[src/rtl/hfw_pkg.sv]
// Package: shared definitions for the halfword FIFO read window.
// Assumes a fixed 16-bit bus data path.
package hfw_pkg;
    localparam int HW_BITS = 16;

    typedef enum logic [1:0] {
        SEL_NONE = 2'd0,
        SEL_LO   = 2'd1,
        SEL_HI   = 2'd2
    } win_sel_t;
endpackage

[src/rtl/hfw_fifo_store.sv]
// Module: FIFO storage with push and retire ports and a sticky overflow flag.
// Assumes DEPTH is a power of two and at least 2. The caller gates
// retire with !empty. A push while full is dropped.
module hfw_fifo_store #(
    parameter int ENTRY_W = 32,
    parameter int DEPTH   = 4
) (
    input  logic               clk,
    input  logic               rst_n,
    input  logic               push_valid,
    input  logic [ENTRY_W-1:0] push_data,
    input  logic               retire,
    output logic [ENTRY_W-1:0] head,
    output logic               empty,
    output logic               full,
    output logic               overflow
);
    localparam int PTR_W = $clog2(DEPTH);
    localparam int CNT_W = PTR_W + 1;
    localparam logic [CNT_W-1:0] CNT_FULL = CNT_W'(DEPTH);

    logic [ENTRY_W-1:0] slots [DEPTH];
    logic [PTR_W-1:0]   wr_ptr, rd_ptr;
    logic [CNT_W-1:0]   count;
    logic               push_ok;

    generate
        if ((DEPTH < 2) || ((DEPTH & (DEPTH - 1)) != 0)) begin : g_bad_depth
            $error("hfw_fifo_store: DEPTH must be a power of two of at least 2");
        end
    endgenerate

    assign push_ok = push_valid && !full;
    assign empty   = (count == '0);
    assign full    = (count == CNT_FULL);
    assign head    = slots[rd_ptr];

    // Write an accepted entry into the slot at the write pointer.
    always_ff @(posedge clk) begin
        if (push_ok) slots[wr_ptr] <= push_data;
    end

    // Advance the pointers and the occupancy count.
    always_ff @(posedge clk) begin
        if (!rst_n) begin
            wr_ptr <= '0;
            rd_ptr <= '0;
            count  <= '0;
        end else begin
            if (push_ok) wr_ptr <= wr_ptr + 1'b1;
            if (retire)  rd_ptr <= rd_ptr + 1'b1;
            case ({push_ok, retire})
                2'b10:   count <= count + 1'b1;
                2'b01:   count <= count - 1'b1;
                default: count <= count;
            endcase
        end
    end

    // Record a dropped push until reset.
    always_ff @(posedge clk) begin
        if (!rst_n)                  overflow <= 1'b0;
        else if (push_valid && full) overflow <= 1'b1;
    end
endmodule

[src/rtl/hfw_addr_decode.sv]
// Module: maps a bus byte address to a window slot.
// Wide mode uses two halfword slots (lower, upper). Narrow mode has one
// slot, and that slot retires the head entry.
module hfw_addr_decode
    import hfw_pkg::*;
#(
    parameter int              ADDR_W    = 16,
    parameter logic [ADDR_W-1:0] BASE_ADDR = '0,
    parameter bit              FIFO_WIDE = 1'b1
) (
    input  logic [ADDR_W-1:0] rd_addr,
    output win_sel_t          sel
);
    localparam logic [ADDR_W-1:0] UPPER_ADDR = BASE_ADDR + ADDR_W'(2);

    generate
        if (FIFO_WIDE) begin : g_wide
            // Two halfword slots: lower half at base, upper half above it.
            always_comb begin
                if (rd_addr == BASE_ADDR)       sel = SEL_LO;
                else if (rd_addr == UPPER_ADDR) sel = SEL_HI;
                else                            sel = SEL_NONE;
            end
        end else begin : g_narrow
            // One slot that retires on every read.
            always_comb begin
                sel = (rd_addr == BASE_ADDR) ? SEL_HI : SEL_NONE;
            end
        end
    endgenerate
endmodule

[src/rtl/hfw_read_port.sv]
// Module: registered read path, retire request and sticky underflow flag.
// Assumes the upper slice of the head entry is the retiring half. In
// narrow mode that slice is the whole entry.
module hfw_read_port
    import hfw_pkg::*;
#(
    parameter int ENTRY_W = 32
) (
    input  logic               clk,
    input  logic               rst_n,
    input  logic               rd_en,
    input  win_sel_t           sel,
    input  logic [ENTRY_W-1:0] head,
    input  logic               empty,
    output logic               retire,
    output logic [HW_BITS-1:0] rd_data,
    output logic               underflow
);
    logic [HW_BITS-1:0] word;

    // Select the halfword to return; empty FIFO or a miss yields zero.
    always_comb begin
        word = '0;
        if (!empty) begin
            case (sel)
                SEL_LO:  word = head[HW_BITS-1:0];
                SEL_HI:  word = head[ENTRY_W-1 -: HW_BITS];
                default: word = '0;
            endcase
        end
    end

    assign retire = rd_en && (sel == SEL_HI) && !empty;

    // Capture read data on a sampled read strobe, else hold.
    always_ff @(posedge clk) begin
        if (!rst_n)     rd_data <= '0;
        else if (rd_en) rd_data <= word;
    end

    // Record a retiring read that found the FIFO empty.
    always_ff @(posedge clk) begin
        if (!rst_n)                                  underflow <= 1'b0;
        else if (rd_en && (sel == SEL_HI) && empty)  underflow <= 1'b1;
    end
endmodule

[src/rtl/hfw_fifo_window.sv]
// Module: top of the halfword-addressed FIFO read window.
// Assumes a single-cycle registered read bus. The bus has no write path.
// BASE_ADDR must be 32-byte aligned.
module hfw_fifo_window
    import hfw_pkg::*;
#(
    parameter int                ADDR_W    = 16,
    parameter logic [ADDR_W-1:0] BASE_ADDR = 16'h0140,
    parameter bit                FIFO_WIDE = 1'b1,
    parameter int                DEPTH     = 4,
    localparam int               ENTRY_W   = FIFO_WIDE ? 2 * HW_BITS : HW_BITS
) (
    input  logic               clk,
    input  logic               rst_n,
    input  logic               push_valid,
    input  logic [ENTRY_W-1:0] push_data,
    output logic               full,
    output logic               empty,
    input  logic               rd_en,
    input  logic [ADDR_W-1:0]  rd_addr,
    output logic [HW_BITS-1:0] rd_data,
    output logic               overflow,
    output logic               underflow
);
    win_sel_t           sel;
    logic               retire;
    logic [ENTRY_W-1:0] head;

    generate
        if (BASE_ADDR[4:0] != 5'd0) begin : g_bad_base
            $error("hfw_fifo_window: BASE_ADDR must be 32-byte aligned");
        end
    endgenerate

    hfw_addr_decode #(
        .ADDR_W   (ADDR_W),
        .BASE_ADDR(BASE_ADDR),
        .FIFO_WIDE(FIFO_WIDE)
    ) u_decode (
        .rd_addr(rd_addr),
        .sel    (sel)
    );

    hfw_fifo_store #(
        .ENTRY_W(ENTRY_W),
        .DEPTH  (DEPTH)
    ) u_store (
        .clk       (clk),
        .rst_n     (rst_n),
        .push_valid(push_valid),
        .push_data (push_data),
        .retire    (retire),
        .head      (head),
        .empty     (empty),
        .full      (full),
        .overflow  (overflow)
    );

    hfw_read_port #(
        .ENTRY_W(ENTRY_W)
    ) u_read (
        .clk      (clk),
        .rst_n    (rst_n),
        .rd_en    (rd_en),
        .sel      (sel),
        .head     (head),
        .empty    (empty),
        .retire   (retire),
        .rd_data  (rd_data),
        .underflow(underflow)
    );
endmodule

[config.mk]
export PLATFORM = sky130hd
export DESIGN_NAME = hfw_fifo_window
export DESIGN_NICKNAME = d
export VERILOG_FILES = /design/src/rtl/hfw_pkg.sv /design/src/rtl/hfw_fifo_store.sv /design/src/rtl/hfw_addr_decode.sv /design/src/rtl/hfw_read_port.sv /design/src/rtl/hfw_fifo_window.sv
export SDC_FILE = /design/constraint.sdc
export NUM_CORES = 1
export LEC_CHECK = 0
export BUFFER_PORTS_ARGS = -buffer_cell sky130_fd_sc_hd__clkbuf_2
export CAP_MARGIN = 40
export CORE_MARGIN = 1
export CORE_UTILIZATION = 45
export DETAILED_ROUTE_END_ITERATION = 12
export PLACE_DENSITY_LB_ADDON = 0.08
export REMOVE_ABC_BUFFERS = 1
export SLEW_MARGIN = 20
export SYNTH_ARGS = -nofsm -noshare
export SYNTH_HDL_FRONTEND = slang
export SYNTH_SLANG_ARGS = --single-unit
[constraint.sdc]
create_clock -name clk -period 2.7 [get_ports clk]
set_clock_uncertainty 0.1 [all_clocks]
set_input_delay 0.135 -clock clk [delete_from_list [all_inputs] [get_ports clk]]
set_output_delay 0.135 -clock clk [all_outputs]
set_load 0.005 [all_outputs]
== Word level (Yosys, flattened, before mapping) ==
Memories as Yosys holds them, arrays and structs flattened. A register that Yosys moved wholly into a read port is not among the register bits.
Cells that the tools add are included.

* Equal/unequal tests: 7
* Reductions and logical operators: 9
* Mux-type cells: 9
* Add/subtract/negate cells: 4

{| class="wikitable"
|+ Operator list
! cell !! number
|-
| $eq A16 B9 Y1 const B || 2
|-
| $pmux W16 S2 || 1
|-
| $mux W16 || 1
|-
| $mux W2 || 4
|-
| $pmux W3 S2 || 1
|-
| $logic_and A1 B1 Y1 || 5
|-
| $add A2 B1 Y2 const B || 2
|-
| $eq A2 B1 Y1 const B || 2
|-
| $eq A2 B2 Y1 const B || 2
|-
| $add A3 B1 Y3 const B || 1
|-
| $eq A3 B3 Y1 const B || 1
|-
| $logic_not A3 Y1 || 1
|-
| $sub A3 B1 Y3 const B || 1
|-
| $logic_not A1 Y1 || 2
|-
| $mux W1 || 2
|-
| $reduce_bool A2 Y1 || 1
|}

* Memories kept: 1
* Output and inout port bits: 20
* Register bits: 25
* Bits in writable memories: 128
* Word-level logic and storage cells: 36
* Bits of input ports: 52

{| class="wikitable"
|+ Memories
! name !! words !! width !! rd ports !! clocked after memory_dff !! write ports !! RTL line !! text
|-
| u_store.slots || 4 || 32 || 1 || 1 || 1 || hfw_fifo_store.sv:22 || <nowiki>logic [ENTRY_W-1:0] slots [DEPTH];</nowiki>
|}

== Logic depth before layout (Yosys ltp) ==
* Depth in word-level cells: 8
* Gate-level depth with buffers: 9
* Gate-level depth less buffers: 8

== Hierarchy ==
From an unflattened synthesis, not the netlist that was laid out.

* Cell total of the unflattened synthesis: 295
* Area total of the unflattened synthesis: 6,043.3 um2

{| class="wikitable"
|+ By module, submodules not included
! module !! sequential area each (um2) !! cells an instance !! times used !! area each (um2)
|-
| hfw_fifo_store || 4,043.9 || 221 || 1 || 5,163.7
|-
| hfw_read_port || 340.3 || 67 || 1 || 807.0
|-
| hfw_addr_decode || 0.0 || 7 || 1 || 72.6
|}

== Worst setup path before layout ==
OpenSTA, ideal clock, no wires.

* Kind: reg-to-reg
* Start: register u_store.count[0]
* End: register u_store.count[2]
* Required time: 2.527 ns
* Setup slack: 0.334 ns
* Arrival: 2.193 ns
* Setup time: 0.073 ns
* Stages on the path, launching flop included: 9
* Path through: dfxtp_1 or3_1 and3_1 clkbuf_1 ha_1 fa_1 xnor2_1 or3_1 a21oi_1

* Cells in the longest elaborated chain, start to end: 5
* Elaborated cells between the ends (all ways): 12
* Classes of those cells: add/sub (2); eq/ne (3); mux (1); reduce/logical (6)

{| class="wikitable"
|+ Ends and longest elaborated chain
! item !! RTL line !! text
|-
| from (decl) || hfw_fifo_store.sv:24 || <nowiki>logic [CNT_W-1:0] count;</nowiki>
|-
| from (signal assigned) || hfw_fifo_store.sv:53 || <nowiki>2'b10: count <= count + 1'b1;</nowiki>
|-
| from (signal assigned) || hfw_fifo_store.sv:54 || <nowiki>2'b01: count <= count - 1'b1;</nowiki>
|-
| from (signal assigned) || hfw_fifo_store.sv:55 || <nowiki>default: count <= count;</nowiki>
|-
| $eq A3 B3 Y1 / $logic_not A3 Y1 (equally long branches) || hfw_fifo_store.sv:35, hfw_fifo_store.sv:34 ||
|-
| $logic_not A1 Y1 (on tied branches) || hfw_fifo_store.sv:33, hfw_read_port.sv:33 ||
|-
| $logic_and A1 B1 Y1 (on tied branches) || hfw_fifo_store.sv:33, hfw_read_port.sv:33 ||
|-
| $eq A2 B1 Y1 / $eq A2 B2 Y1 (equally long branches) || hfw_fifo_store.sv:52 || <nowiki>case ({push_ok, retire})</nowiki>
|-
| $pmux W3 S2 / $reduce_bool A2 Y1 (equally long branches) || n/a ||
|}

Parallel ways exist; a longest one is shown, timed or not.
A chain may end at the register's enable or synchronous reset.

== Final worst setup path ==
Ends and elaborated chain as after synthesis.

==> impl_results.md <==
- Run status: complete, no violations
- Initial core utilization: 46.9%
- Layout Utilization: 58.1%
- Initial antenna violation count: 0
- Clock Sinks: 155
- Core ar.: 12,800 um^2
- RSZ-0062 raised after global routing: no
- Worst Reg-to-Reg Cells: 7
- Fin crit period: 2.42 ns
- 1st-iter DRT viols: 106
- Synth Instances: 283
- Root Driver: clkbuf_16
- Pin count of the biggest net entering global routing: 33
- HPWL Detailed: 6360 um
- P_sw: between 0.9 and 1 mW
- Most frequently used flop master after synthesis: edfxtp_1
- Total CTS buffers: 17
- Vias/cell: roughly 5
- Peak supply drop: 0.000456 V
- Area of the mapped netlist: 6010 um^2
- CTS tree: done
- Post-Route WL: 10,900 um
- Drt drc: 0
- Via count: 3,041
- Max-slew violation count: 0
- Setup TNS: 0 ns
- Beginning of the critical path: u_store.count[0]
- Area Growth Syn to Fin: 23.9%
- Number of cell rows: 41
- First-pass GRT wire length: around 17,000 um
- #FFs+latches synth: between 150 and 200
- Flop pwr share: 54.1%
- Height of the die: 118 um
- Comb pwr share: 5.9%
- Power share of the clock group: between 40% and 50%
- Most frequent cells in the layout: 128 x edfxtp_1, 71 x clkbuf_2, 34 x dlygate4sd3_1
- Post-synth EDFFs: 128
- Crit. End Element: flip-flop
- Post-Synth Simple-Gate Area: 2.68%
- Number of max-cap violations: 0
- Nets: ~470
- Slew at the pin closest to its max-slew limit: between 0.6 and 0.7 ns
- Reg-to-Reg End: u_store.count[2]
- Fillers: about 1,000
- Chip width: 118 um
- Register area share after synthesis: 72.9%
- Reg2reg setup slack: roughly 0.28 ns
- Worst-path fanout max: 4
- Worst path required time: 2.93 ns
- Pint: 4.03 mW
- Gpl congestion: 0.742
- Number of antenna diodes: 0
- Startpoint types: flip-flop
- Sw frac: 19.7%
- IO Pins: between 70 and 80
- Rel. slew slack: 58.0%
- Crit share post-route: 89.7%
- Final Hold Fails: 0
- Clk_lat worst skew: between 0.4 and 0.5 ns
- IO buf count: 71
- WS Path Type: reg2reg
- Synthesized area per cell: 21.2 um^2
- PostCTS Resize Cnt: 0
- GRT Total Usage: 16.8%
- Htree depth: 4
- Setup slack at placement: 0.274 ns
- TritonRoute pass-1 iters: 4
- Final setup viols: 0
- Hold_ws: 0.0854 ns
- Die Area: ~14,000 um^2
- Overflow after GRT: 0
- Hold crit path type: in2reg
- Post-synth cell types: 37
- CP endpoint: u_store.count[2]
- XOR/XNOR Fraction of Synth Area: 0.437%
- Commonest non-fill, non-tap cell in the layout: edfxtp_1
- Routed Antenna Nets: 0
- Post-Synth Adder-Cell Area: 1.37%
- Main combinational cell family by area after synthesis: multiplexers
- Max clock buf depth: 2
- Yosys warns: 0
- Overall power: 5.02 mW
- FMAX: 413 MHz
- Post-synthesis compound-gate area fraction: approximately 2.9%
- Number of global-route vias before repair: 3,037
- Reg-to-reg startpoint: u_store.count[0]
- Drt wl/cell: 18.4 um
- Power per standard cell area: 674 nW/um^2
- CP arrival: between 2 and 3 ns
- Setup WS post-layout: 0.279 ns
- Mux cell area share after synthesis: between 10% and 20%
- Post-synthesis async set-or-reset flop share: 0%
- Layout cell share with drive strength beyond 1: 31.0%
- Clk slew on worst S/H paths: 0.05 ns
- Lkg Pwr: 2.68 nW
## critical path, cell delays in order (launching register included)
cell,delay [ns]
dfxtp_1,0.35
or3_1,0.42
and3_1,0.25
ha_1,0.25
fa_1,0.38
xnor2_1,0.14
or3_1,0.30
a21oi_1,0.14
## power by group through the flow
stage | combinational [mW] | sequential [mW] | clock [mW]
after floorplan | 0.132 | 2.76 | 0
after global placement | 0.258 | 2.76 | 0
after detailed placement | 0.263 | 2.77 | 0
after CTS | 0.303 | 2.72 | 2.06
after global routing | 0.328 | 2.73 | 2.16
final | 0.296 | 2.72 | 2.01
## logic make-up after synthesis
group,count (synthesis)
XOR/XNOR,3
AND/OR/NAND/NOR,27
multiplexers,52
buffers and inverters,18
AO/OA/AOI/OAI,22
flip-flops,155
adder cells (fa/ha/maj),6
## final cells by class
type,count,area [um^2],area share (%)
Clock buffer,27,473,6.35
Inverter,5,18.8,0.252
Timing Repair Buffer,118,831,11.2
Sequential cell,155,4390,58.9
Tap cell,172,215,2.89
Clock inverter,5,22.5,0.302
Multi-Input combinational cell,110,1500,20.2
## stage by stage
| stage | instance area, um^2 | std cells |
|---|---|---|
| floorplan | 5900 | 270 |
| global placement | 6610 | 526 |
| detailed placement | 6610 | 526 |
| CTS | 7450 | 592 |
| global route | 7450 | 592 |
| finish | 7450 | 592 |
## metal layers
metal  GRT usage, %  wire length [um]  up-vias  share of wire [%]
li1               -                 -     1442                  -
met1           22.7              5090     1514                 47
met2           25.7              5170       72                 47
met3           4.46               423       13                3.9
met4           7.69               193        0                1.8
met5              0                 0        -                  0
## cell usage after synthesis, drive strengths merged (2+ instances only)
cell	instances	area [um^2]
a21oi	3	15.0
a22o	16	140
and2	4	25.0
buf	9	98.9
clkbuf	4	15.0
dfxtp	27	541
edfxtp	128	3840
ha	5	62.6
inv	4	15.0
mux2	16	180
mux2i	4	40.0
mux4	32	833
nor2	7	26.3
nor4	2	12.5
o21ai	2	10.0
or3	3	18.8
xnor2	2	17.5
## worst min path at each step
| stage | start | end | depth (start not counted) |
|---|---|---|---|
| detailed placement | push_data[15] | u_store.slots[1][15] | 1 |
| CTS | rd_addr[1] | u_store.rd_ptr[0] | 3 |
| global placement | push_data[10] | u_store.slots[3][10] | 1 |
| global route | rd_addr[1] | u_store.rd_ptr[0] | 3 |
| finish | rd_addr[1] | u_store.rd_ptr[0] | 3 |
| floorplan | push_data[0] | u_store.slots[0][0] | 0 |
## what timing repair did
item                                   CTS  global route
setup buffers                            0             0
endpoints found under the hold margin  131             0
hold buffers                            34             0
## state kept, by name, summed over array words and instances (netlist names), named ones only
| register | flops |
|---|---|
| u_read.underflow | 1 |
| u_store.slots | 128 |
| u_read.rd_data | 16 |
| u_store.wr_ptr | 2 |
| u_store.count | 3 |
| u_store.rd_ptr | 2 |
| u_store.overflow | 1 |
No activity file was read; power rests on OpenSTA's default activity.
